### src/rtl/pbm_pkg.sv
`timescale 1ns/1ps
package pbm_pkg;

    typedef enum logic [2:0] {
        ST_IDLE,
        ST_PH0,
        ST_PH1,
        ST_PH2,
        ST_PH3
    } pbm_state_e;

    localparam int CMD_W = 4;

    localparam logic [CMD_W-1:0] CMD_RD    = 4'd8;
    localparam logic [CMD_W-1:0] CMD_WR    = 4'd9;
    localparam logic [CMD_W-1:0] CMD_CWS   = 4'd10;
    localparam logic [CMD_W-1:0] CMD_DEMAP = 4'd11;
    localparam logic [CMD_W-1:0] CMD_IORD  = 4'd12;
    localparam logic [CMD_W-1:0] CMD_IOWR  = 4'd13;
    localparam logic [CMD_W-1:0] CMD_CVP   = 4'd14;
    localparam logic [CMD_W-1:0] CMD_BIOWR = 4'd15;

    // Commands that send a data word in phases 2 and 3.
    function automatic logic cmd_sends_data(input logic [CMD_W-1:0] c);
        return (c == CMD_WR) || (c == CMD_IOWR) || (c == CMD_BIOWR);
    endfunction

    // Commands that compare returned data with the expected word.
    function automatic logic cmd_compares(input logic [CMD_W-1:0] c);
        return (c == CMD_RD) || (c == CMD_IORD) || (c == CMD_CWS);
    endfunction

    // Commands that carry no address.
    function automatic logic cmd_no_addr(input logic [CMD_W-1:0] c);
        return c == CMD_CVP;
    endfunction

    // Commands that drive zero in the sample phase.
    function automatic logic cmd_zero_tail(input logic [CMD_W-1:0] c);
        return (c == CMD_DEMAP) || (c == CMD_CVP);
    endfunction

endpackage

### src/rtl/pbm_seq.sv
`timescale 1ns/1ps
module pbm_seq
    import pbm_pkg::*;
(
    input  logic       clk,
    input  logic       rst_n,
    input  logic       start,
    input  logic       reject,
    output pbm_state_e state,
    output logic       done
);

    pbm_state_e state_nx;

    always_ff @(posedge clk or negedge rst_n) begin
        if (!rst_n) begin
            state <= ST_IDLE;
            done  <= 1'b0;
        end else begin
            state <= state_nx;
            done  <= (state == ST_PH3) && !reject;
        end
    end

    always_comb begin
        state_nx = state;
        unique case (state)
            ST_IDLE: if (start) state_nx = ST_PH0;
            ST_PH0:  state_nx = ST_PH1;
            ST_PH1:  state_nx = ST_PH2;
            ST_PH2:  state_nx = ST_PH3;
            ST_PH3:  state_nx = reject ? ST_PH0 : ST_IDLE;
            default: state_nx = ST_IDLE;
        endcase
    end

    AST_RETRY_TO_PH0: assert property (@(posedge clk) disable iff (!rst_n)
        (state == ST_PH3 && reject) |=> (state == ST_PH0 && !done));

    AST_DONE_AFTER_PH3: assert property (@(posedge clk) disable iff (!rst_n)
        done |-> ($past(state) == ST_PH3 && state == ST_IDLE));

    AST_PHASE_ORDER: assert property (@(posedge clk) disable iff (!rst_n)
        (state == ST_PH1) |=> (state == ST_PH2));

endmodule

### src/rtl/pbm_drive.sv
`timescale 1ns/1ps
module pbm_drive
    import pbm_pkg::*;
#(
    parameter int DATA_W = 32
) (
    input  logic                  clk,
    input  logic                  rst_n,
    input  pbm_state_e            state,
    input  logic [CMD_W-1:0]      cmd,
    input  logic [DATA_W-1:0]     addr,
    input  logic [DATA_W-1:0]     wdata,
    output logic [CMD_W-1:0]      bus_cmd,
    output logic [DATA_W-1:0]     bus_dout
);

    logic [DATA_W-1:0] addr_word;

    assign addr_word = cmd_no_addr(cmd) ? '0 : addr;

    always_comb begin
        bus_cmd  = cmd;
        bus_dout = addr_word;
        unique case (state)
            ST_IDLE: begin
                bus_cmd  = '0;
                bus_dout = '0;
            end
            ST_PH0, ST_PH1: bus_dout = addr_word;
            ST_PH2: bus_dout = cmd_sends_data(cmd) ? wdata : addr_word;
            ST_PH3: begin
                if (cmd_sends_data(cmd))     bus_dout = wdata;
                else if (cmd_zero_tail(cmd)) bus_dout = '0;
                else                         bus_dout = addr;
            end
            default: begin
                bus_cmd  = '0;
                bus_dout = '0;
            end
        endcase
    end

    AST_CVP_NO_ADDR: assert property (@(posedge clk) disable iff (!rst_n)
        (state != ST_IDLE && cmd == CMD_CVP) |-> (bus_dout == '0));

    AST_IDLE_QUIET: assert property (@(posedge clk) disable iff (!rst_n)
        (state == ST_IDLE) |-> (bus_cmd == '0 && bus_dout == '0));

endmodule

### src/rtl/pbm_check.sv
`timescale 1ns/1ps
module pbm_check
    import pbm_pkg::*;
#(
    parameter int DATA_W  = 32,
    parameter int FAULT_W = 4
) (
    input  logic               clk,
    input  logic               rst_n,
    input  logic               start,
    input  pbm_state_e         state,
    input  logic               reject,
    input  logic [CMD_W-1:0]   cmd,
    input  logic [DATA_W-1:0]  din,
    input  logic [DATA_W-1:0]  exp_data,
    input  logic               fault,
    input  logic [FAULT_W-1:0] fault_code,
    input  logic [FAULT_W:0]   exp_fault,
    output logic               err_data,
    output logic               err_fault
);

    logic [FAULT_W:0] fault_seen;
    logic             sample;

    assign fault_seen = {1'b1, fault_code};
    assign sample     = (state == ST_PH3);

    always_ff @(posedge clk or negedge rst_n) begin
        if (!rst_n) begin
            err_data  <= 1'b0;
            err_fault <= 1'b0;
        end else if (start) begin
            err_data  <= 1'b0;
            err_fault <= 1'b0;
        end else if (sample) begin
            if (fault && fault_seen != exp_fault)
                err_fault <= 1'b1;
            if (!reject && cmd_compares(cmd) && din != exp_data)
                err_data <= 1'b1;
        end
    end

    AST_FLAGS_CLEAR_ON_ACCEPT: assert property (@(posedge clk) disable iff (!rst_n)
        start |=> (!err_data && !err_fault));

    AST_FLAGS_HOLD: assert property (@(posedge clk) disable iff (!rst_n)
        (!sample && !start) |=> ($stable(err_data) && $stable(err_fault)));

    AST_NO_COMPARE_ON_REJECT: assert property (@(posedge clk) disable iff (!rst_n)
        (sample && reject && !err_data) |=> !err_data);

endmodule

### src/rtl/pbm_engine.sv
`timescale 1ns/1ps
module pbm_engine
    import pbm_pkg::*;
#(
    parameter int DATA_W  = 32,
    parameter int FAULT_W = 4,
    parameter int MODE_W  = 2,
    parameter int BSEL_W  = 4
) (
    input  logic               clk,
    input  logic               rst_n,
    input  logic               req_valid,
    output logic               req_ready,
    input  logic [3:0]         req_cmd,
    input  logic [DATA_W-1:0]  req_addr,
    input  logic [DATA_W-1:0]  req_data,
    input  logic [FAULT_W:0]   req_fault_exp,
    input  logic [MODE_W-1:0]  req_mode,
    input  logic [BSEL_W-1:0]  req_bsel,
    output logic [3:0]         bus_cmd,
    output logic [DATA_W-1:0]  bus_dout,
    input  logic [DATA_W-1:0]  bus_din,
    input  logic               bus_reject,
    input  logic               bus_fault,
    input  logic [FAULT_W-1:0] bus_fault_code,
    output logic               bus_user,
    output logic [BSEL_W-1:0]  bus_bsel,
    output logic               done,
    output logic               err_data,
    output logic               err_fault
);

    localparam logic [BSEL_W-1:0] BSEL_FULL = '1;

    pbm_state_e         state;
    logic               start;
    logic [CMD_W-1:0]   lat_cmd;
    logic [DATA_W-1:0]  lat_addr;
    logic [DATA_W-1:0]  lat_data;
    logic [FAULT_W:0]   lat_fault;
    logic               lat_user;
    logic [BSEL_W-1:0]  lat_bsel;

    assign req_ready = (state == ST_IDLE);
    assign start     = req_valid && req_ready;
    assign bus_user  = lat_user;
    assign bus_bsel  = lat_bsel;

    always_ff @(posedge clk or negedge rst_n) begin
        if (!rst_n) begin
            lat_cmd   <= '0;
            lat_addr  <= '0;
            lat_data  <= '0;
            lat_fault <= '0;
            lat_user  <= 1'b0;
            lat_bsel  <= BSEL_FULL;
        end else if (start) begin
            lat_cmd   <= req_cmd;
            lat_addr  <= req_addr;
            lat_data  <= req_data;
            lat_fault <= req_fault_exp;
            lat_user  <= (req_mode != '0);
            lat_bsel  <= req_bsel;
        end
    end

    pbm_seq u_seq (
        .clk    (clk),
        .rst_n  (rst_n),
        .start  (start),
        .reject (bus_reject),
        .state  (state),
        .done   (done)
    );

    pbm_drive #(.DATA_W(DATA_W)) u_drive (
        .clk      (clk),
        .rst_n    (rst_n),
        .state    (state),
        .cmd      (lat_cmd),
        .addr     (lat_addr),
        .wdata    (lat_data),
        .bus_cmd  (bus_cmd),
        .bus_dout (bus_dout)
    );

    pbm_check #(.DATA_W(DATA_W), .FAULT_W(FAULT_W)) u_check (
        .clk        (clk),
        .rst_n      (rst_n),
        .start      (start),
        .state      (state),
        .reject     (bus_reject),
        .cmd        (lat_cmd),
        .din        (bus_din),
        .exp_data   (lat_data),
        .fault      (bus_fault),
        .fault_code (bus_fault_code),
        .exp_fault  (lat_fault),
        .err_data   (err_data),
        .err_fault  (err_fault)
    );

    AST_CMD_HELD: assert property (@(posedge clk) disable iff (!rst_n)
        (state != ST_IDLE && !(state == ST_PH3 && !bus_reject)) |=> $stable(bus_cmd));

    AST_BUSY_IGNORES_REQ: assert property (@(posedge clk) disable iff (!rst_n)
        (!req_ready) |=> ($stable(bus_user) && $stable(bus_bsel)));

endmodule

### config.mk
export PLATFORM = sky130hd
export DESIGN_NAME = pbm_engine
export DESIGN_NICKNAME = d
export VERILOG_FILES = /design/src/rtl/pbm_pkg.sv /design/src/rtl/pbm_seq.sv /design/src/rtl/pbm_drive.sv /design/src/rtl/pbm_check.sv /design/src/rtl/pbm_engine.sv
export SDC_FILE = /design/constraint.sdc
export NUM_CORES = 1
export LEC_CHECK = 0
export ABC_CLOCK_PERIOD_IN_PS = 3750
export BUFFER_PORTS_ARGS = -buffer_cell sky130_fd_sc_hd__buf_2
export CAP_MARGIN = 20
export CORE_MARGIN = 1.5
export CORE_UTILIZATION = 30
export CTS_CLUSTER_SIZE = 30
export DETAILED_ROUTE_END_ITERATION = 8
export PLACE_DENSITY_LB_ADDON = 0.3
export SETUP_SLACK_MARGIN = 0.5
export SLEW_MARGIN = 10
export SYNTH_ARGS = -nofsm -noshare
export SYNTH_HDL_FRONTEND = slang
export SYNTH_SLANG_ARGS = --single-unit
### constraint.sdc
create_clock -name clk -period 3.75 [get_ports clk]
set_input_delay 0.75 -clock clk [delete_from_list [all_inputs] [get_ports clk]]
set_output_delay 0.75 -clock clk [all_outputs]
set_load 0.02 [all_outputs]
# [Word level (Yosys, flattened, before mapping)]
# Cells that the tools add are included.
[totals] regBits=84 in_bits=120 output_inout_bits=45 elab_cells=60
[classes] eq_ne=15 n_mux=15 reduce_logical=20
[ops] cell="$mux W32" count=4
[ops] cell="$pmux W32 S3" count=1
[ops] cell="$eq A4 B4 Y1 const B" count=8
[ops] cell="$ne A32 B32 Y1" count=1
[ops] cell="$pmux W3 S5" count=1
[ops] cell="$reduce_bool A2 Y1" count=4
[ops] cell="$mux W1" count=7
[ops] cell="$eq A3 B2 Y1 const B" count=2
[ops] cell="$logic_and A1 B1 Y1" count=5
[ops] cell="$logic_or A1 B1 Y1" count=5
[ops] cell="$ne A5 B5 Y1" count=1
[ops] cell="$mux W4" count=1
[ops] cell="$reduce_and A2 Y1" count=2
[ops] cell="$reduce_or A4 Y1" count=1
[ops] cell="$eq A3 B1 Y1 const B" count=1
[ops] cell="$eq A3 B3 Y1 const B" count=1
[ops] cell="$logic_not A3 Y1" count=1
[ops] cell="$mux W3" count=1
[ops] cell="$ne A2 B1 Y1 const B" count=1
[ops] cell="$reduce_or A2 Y1" count=1
[ops] cell="$logic_not A1 Y1" count=1

# [Logic depth before layout (Yosys ltp)]
# Gate-level depths: netlist of run 1.
[depth] word_depth=8 depth_mapped=7 mapped_depth_nobuf=5

# [Modules after synthesis]
# From an unflattened synthesis of run 1, not the netlist that was laid out.
[unflattened] cells_unflattened=305 area_unflattened_um2=4107.7
[by_module_without_submodules] mod="pbm_engine" n_inst=1 cells_per_inst=168 area_per_inst_um2=2915.3 seq_area_each_um2=1956.9
[by_module_without_submodules] mod="pbm_drive" n_inst=1 cells_per_inst=66 area_per_inst_um2=556.8 seq_area_each_um2=0.0
[by_module_without_submodules] mod="pbm_check" n_inst=1 cells_per_inst=59 area_per_inst_um2=486.7 seq_area_each_um2=50.0
[by_module_without_submodules] mod="pbm_seq" n_inst=1 cells_per_inst=12 area_per_inst_um2=148.9 seq_area_each_um2=100.1

# [Worst setup path before layout of run 1]
# No wires, ideal clock.
[synth_path] path_type="register -> output" start="reg u_seq.state[1]" end="out bus_dout[0]" arrival_time_ns=1.450 t_required_ns=3.000 slack_ns=1.550 path_stages_with_launch=7 n_path_buf=2 cell_sequence="dfrtp_1 buf_4 nor2_1 and2_1 o21a_1 buf_2 a22o_1"
[synth_between] elab_chain_cells=3 word_cells_on_any_way=6
[synth_lines] element="start, declared" line="pbm_seq.sv:9" source="output pbm_state_e state,"
[synth_lines] element="start signal, assigned" line="pbm_seq.sv:20" source="state <= state_nx;"
[synth_lines] element="$eq A3 B1 Y1 / $eq A3 B2 Y1 (equally long branches)" line="pbm_drive.sv:24" source="unique case (state)"
[synth_lines] element="$reduce_or A2 Y1" line="pbm_drive.sv:24"
[synth_lines] element="$pmux W32 S3 *" line="pbm_drive.sv:24"
[synth_lines] element="end, declared" line="pbm_engine.sv:21" source="output logic [DATA_W-1:0] bus_dout,"
# Mark *: on every way between the ends. The rest lies on a longest branch, timed or not.

# [Worst setup path in the final report of run 1]
[layout_path] start="reg u_seq.state[1]" end="out bus_dout[6]"
# The elaborated chain is that of the path after synthesis.

==> results of run 1 <==
## per-stage QoR
step / cells / util [%]
floorplan: 306 / -
global route: 648 / 40.4
detailed placement: 630 / 37.6
finish: 648 / 40.4
global placement: 630 / 37.6
CTS: 646 / 40.0
## final cells by class
class	instances	area [µm²]	area share [%]
clock buffers	10	229	4.28
repair buffers	168	886	16.6
clock inverters	6	88.8	1.66
multi-input cells	202	1810	33.8
well taps	176	220	4.12
flip-flops and latches	84	2110	39.4
inverters	2	7.51	0.140
## power by group through the flow
stage	sequential (mW)	clock (mW)	combinational [mW]
6_report	1.77	0.943	2.31
2_1_floorplan	1.68	0	1.78
4_1_cts	1.77	0.980	2.33
3_5_place_dp	1.78	0	2.32
3_3_place_gp	1.77	0	2.27
5_1_grt	1.83	1.01	2.50
## synth_stat cells, types with 2 or more instances
library cell	number	area share, %
dfrtp_1	80	49
mux2_1	76	21
xor2_1	35	7.5
a22o_1	31	6.6
buf_6	10	2.8
nor2_1	8	0.74
nor4_1	8	1.2
and2_1	7	1.1
nand2_1	6	0.55
buf_2	4	0.49
buf_4	4	0.74
dfstp_2	4	2.6
a21oi_1	3	0.37
nor2b_1	3	0.46
o21ai_1	3	0.37
xnor2_1	3	0.64
and3b_1	2	0.43
inv_1	2	0.18
nand3_1	2	0.25
nand4_1	2	0.31
## layer usage
layer | GRT usage (%) | part of all wire (%) | vias up
li1 | - | - | 1425
met3 | 3.90 | 6.8 | 9
met4 | 5.95 | 1.4 | 0
met2 | 24.6 | 49 | 109
met1 | 17.6 | 43 | 1510
met5 | 0 | 0 | -
## worst min-delay path by stage
stage / cells after the start / to / startpoint / slack, ns
6_report: 1 / u_seq.done / rst_n / 0.38
2_1_floorplan: 0 / bus_user / rst_n / 0.45
4_1_cts: 1 / lat_addr[30] / lat_addr[30] / 0.49
3_3_place_gp: 1 / lat_addr[1] / lat_addr[1] / 0.47
3_5_place_dp: 1 / lat_addr[30] / lat_addr[30] / 0.48
5_1_grt: 1 / lat_data[7] / rst_n / 0.41
## cells by family (layout without fill, tap and decap cells)
group / count (synthesis) / after routing / share of synthesized area [%]
buf+inv: 20 / 186 / 4.17
mux: 76 / 76 / 20.9
xor+xnor: 38 / 38 / 8.15
compound gates: 46 / 46 / 9.46
simple gates: 42 / 42 / 5.70
flops: 84 / 84 / 51.6
## sequential cells by signal, summed over array words and instances, names as in the netlist
register and count:
u_seq.done 1, lat_cmd 4, lat_fault 5, u_check.err_fault 1, bus_user 1, u_seq.state 3, u_check.err_data 1, lat_addr 32
lat_data 32, bus_bsel 4
==> flow_summary.ini, run 1 <==
[placement]
place_area_mm2 = 0.00498
routabilityCongestion = 0.765
port_buffers = 164
dpl.hpwl_mm = 7.52
dp_slack_ns = 1.21

[final_layout]
area_growth_pct = 30.9
n_fill_cell = 1343
final_common_cell = buf_2
antenna_cells = 0
drive_gt1_share_pct = 40.5
final_area_mm2 = 0.00535
final_nets = 587
layout_common_cells = 163 x buf_2, 80 x dfrtp_1, 76 x mux2_1

[pwr]
clkPwrFrac_pct = 18.8
p_per_area_mw_per_mm2 = 938
total_power_mw = 5.02
p_switching_mw = 2.00
power_frac_comb_pct = 46.0
ir_drop_v = 0.000387
p_int_mw = 3.02
seqPwrFrac_pct = 35.2
p_leak_nw = 2.53
swShare_pct = 39.8

[yosys]
synth.avg_cell_area_um2 = 13.4
synth-seq-area-share_pct = 51.6
synth_flop_cell = dfrtp_1
synthesis.nets = 426
async_reset_ff_share_pct = 100
synth_edf_count = 0
ys_seq_elements = 84
syn_inst = 306
synth.distinct_cells = 33
syn_area_mm2 = 0.00409
yosysWarnings = 0

[floorplanning]
core-area_mm2 = 0.0132
die-area_mm2 = 0.0143
chipHeight_um = 120
start_util_pct = 30.8
fp.dieW_um = 120
num_io_pins = 165
rows = 42

[critical_path]
reg2reg_from = u_seq.state[1]
cp-start-kind = flip-flop
worst-setup-path-type = reg -> out
ff2ff_path_depth = 4
path_buf_inv = 2
crit_path_end = bus_dout[6]
required_ns = 3.00
end_kind = primary output
path_cells = nor2_1 > and2_1 > o21a_1 > buf_4 > a22o_1 > buf_2
cpMaxStageDelayCell = dfrtp_1
crit_family = buffers and inverters
critPathMaxFanout = 31
cp-startpoint = u_seq.state[1]
critPathArrivalTime_ns = 2.13
reg2reg_slack_ns = 1.68
r2r_end = lat_addr[27]
critPathMaxStageDelay_ns = 0.50
crit_cells = 6

[sta]
tns_ns = 0
fmaxAchievable_ghz = 0.347
slew_viol_final = 0
setup_slack_ns = 0.865
timing.final.crit_share_pct = 76.9
skew_ns = 0.00299
whs_ns = 0.379
grt_setup_unrepaired = no
max-slew-margin-rel_pct = 58.0
finalHoldViolations = 0
setup_viol = 0
period_minus_slack_ns = 2.88
worst_slew_pin_slew_ns = 0.624

[drt]
drt_wl_total_mm = 10.3
avgViaCountPerCell = 4.71
num_vias = 3053
first_pass_iters = 4
drt_drc_violations_left = 0
wl_per_cell_um = 15.9
drtIter0Drc = 163
antenna_left = 0

[cts]
cts_made_buffers = 9
cts_tree = done
cts_hold_buf = 0
cts.clk_slew.worst_paths_ns = 0.06
cts_sinks = 84
cts_resized = 0
cts_max_path_buffers = 2
clock_latency_ns = 0.34
htreeDepth = 3
cts_setup_buffers = 0
cts_root_buf = clkbuf_16

[flow_run]
maxCapViolCount = 0

[global_route]
grt_overflow = 0
grt_pass1_vias = 3172
grt_usage_pct = 14.6
grt_pass1_wl_mm = 16.0
grt_max_degree = 83
antenna_found_initial = 0

[status]
status = finished clean

[min_path]
hp-class = in -> async
No activity file was read; power rests on OpenSTA's default activity.
==> run 2, diff against run 1 <==
--- a/config.mk
+++ b/config.mk
@@ -5,7 +5,7 @@
 export SDC_FILE = /design/constraint.sdc
 export NUM_CORES = 1
 export LEC_CHECK = 0
-export ABC_CLOCK_PERIOD_IN_PS = 3750
+export ABC_CLOCK_PERIOD_IN_PS = 2900
 export BUFFER_PORTS_ARGS = -buffer_cell sky130_fd_sc_hd__buf_2
 export CAP_MARGIN = 20
 export CORE_MARGIN = 1.5
==> constraint.sdc (replaced) <==
create_clock -name clk -period 2.9 [get_ports clk]
set_input_delay 0.58 -clock clk [delete_from_list [all_inputs] [get_ports clk]]
set_output_delay 0.58 -clock clk [all_outputs]
set_load 0.02 [all_outputs]
==> run 2 against run 1 <==
Via count increased by 2.6%. Largest power group unchanged. Global-route usage is 2.4 points higher. Clock power is 19% higher. Combinational power rose by 62%.
==> flow_summary.ini, run 2 (synthesized netlist as in run 1, its figures left out) <==
[sta]
setup_viol = 0
skew_ns = 0.00468
timing.final.crit_share_pct = 88.7
max-slew-margin-rel_pct = 63.7
slew_viol_final = 0
worst_slew_pin_slew_ns = 0.544
grt_setup_unrepaired = yes
tns_ns = 0
fmaxAchievable_ghz = 0.389
finalHoldViolations = 0
period_minus_slack_ns = 2.57

[floorplanning]
chipHeight_um = 120
num_io_pins = 165
die-area_mm2 = 0.0143
start_util_pct = 30.8
rows = 42
fp.dieW_um = 120
core-area_mm2 = 0.0132

[final_layout]
final_area_mm2 = 0.00564
final_common_cell = buf_2
area_growth_pct = 38.0
finalNonFillerCells = 658
antenna_cells = 0
final_nets = 598
final_core_util_pct = 42.6
drive_gt1_share_pct = 44.0
layout_common_cells = 135 x buf_2, 76 x mux2_1, 75 x dfrtp_1
reg.largest.list = lat_addr x32, lat_data x32, lat_fault x5

[drt]
drt_wl_total_mm = 11.5
wl_per_cell_um = 17.5
drt_drc_violations_left = 0
num_vias = 3132
first_pass_iters = 5
avgViaCountPerCell = 4.76
drtIter0Drc = 89
antenna_left = 0

[critical_path]
end_kind = primary output
critPathArrivalTime_ns = 1.99
path_cells = nand2_2 > and3b_2 > o311a_4 > a22o_1 > buf_6
cp-start-kind = flip-flop
crit_family = compound AO/OA/AOI/OAI gates
path_buf_inv = 1
critPathMaxStageDelay_ns = 0.43
required_ns = 2.32
reg2reg_slack_ns = 0.84
cpMaxStageDelayCell = dfrtp_1
worst-setup-path-type = reg -> out
critPathMaxFanout = 8

[placement]
dp.cells = 633
port_buffers = 164
routabilityCongestion = 0.766
dpl.hpwl_mm = 7.89
place_area_mm2 = 0.00503

[pwr]
p_per_area_mw_per_mm2 = 1270
power_frac_comb_pct = 52.4
ir_drop_v = 0.000610
p_switching_mw = 2.80
clkPwrFrac_pct = 15.7
p_leak_nw = 2.61
seqPwrFrac_pct = 31.9
p_int_mw = 4.35
swShare_pct = 39.2
total_power_mw = 7.15

[global_route]
grt_overflow = 0
antenna_found_initial = 0
grt_usage_pct = 17.0
grt_pass1_vias = 3471
grt_max_degree = 47
grt_pass1_wl_mm = 18.3

[cts]
cts_made_buffers = 9
cts_tree = done
cts_hold_buf = 0
cts_sinks = 84
cts.clk_slew.worst_paths_ns = 0.06
cts_root_buf = clkbuf_16
clock_latency_ns = 0.34
htreeDepth = 3
cts_max_path_buffers = 2

[status]
status = finished clean

[min_path]
hp-class = in -> async

[flow_run]
maxCapViolCount = 0
run 2: cell count changes in the layout (fill, tap and decap cells not counted), moves of 3 or more:
cell	before	now
o311a_4	1	4
buf_4	3	13
buf_2	163	135
buf_6	0	26
dfrtp_2	0	5
dfrtp_1	80	75
run 2: worst paths after layout:
| check | cells past startpoint | end | startpoint |
|---|---|---|---|
| max in group asynchronous | 2 | lat_data[8] | rst_n |
| min reg2reg | 1 | lat_fault[4] | lat_fault[4] |
| max | 5 | bus_dout[10] | lat_cmd[3] |
| min in group clk | 2 | lat_data[29] | req_data[29] |
| max reg2reg | 5 | lat_data[8] | u_seq.state[1] |
| min | 1 | bus_user | rst_n |
run 2: final cells by class:
cell class | instances | area [µm²]
clock buffers | 13 | 250
clock inverters | 2 | 35.0
fillers | 1299 | 7600
inverters | 2 | 7.51
multi-input cells | 205 | 1910
flip-flops and latches | 84 | 2110
well taps | 176 | 220
repair buffers | 176 | 1110
run 2: timing repair:
action	in CTS	in global routing
gates cloned	3	0
endpoints found under the setup margin	32	32
buffers inserted	7	0
pin swaps	19	7
resized for setup	65	6
run 2: per-layer routing:
metal | global-route usage [%] | up-vias | share of wire, %
li1 | - | 1457 | -
met1 | 19.7 | 1549 | 42
met2 | 29.0 | 118 | 50
met3 | 7.03 | 8 | 7.3
met4 | 4.39 | 0 | 1.0
met5 | 0 | - | 0
run 2: per-stage QoR:
step                      setup WS, ns  hold slack [ns]
after global routing             0.261            0.253
after CTS                        0.342            0.239
after global placement           0.570            0.468
after floorplan                  0.870            0.284
after detailed placement         0.533            0.475
final                            0.328            0.225
run 2: power groups by stage:
stage	Combinational, mW	Clock (mW)	Sequential (mW)
global route	4.03	1.21	2.37
global placement	3.00	0	2.28
CTS	3.78	1.17	2.27
floorplan	2.30	0	2.17
finish	3.75	1.12	2.28
detailed placement	3.05	0	2.30
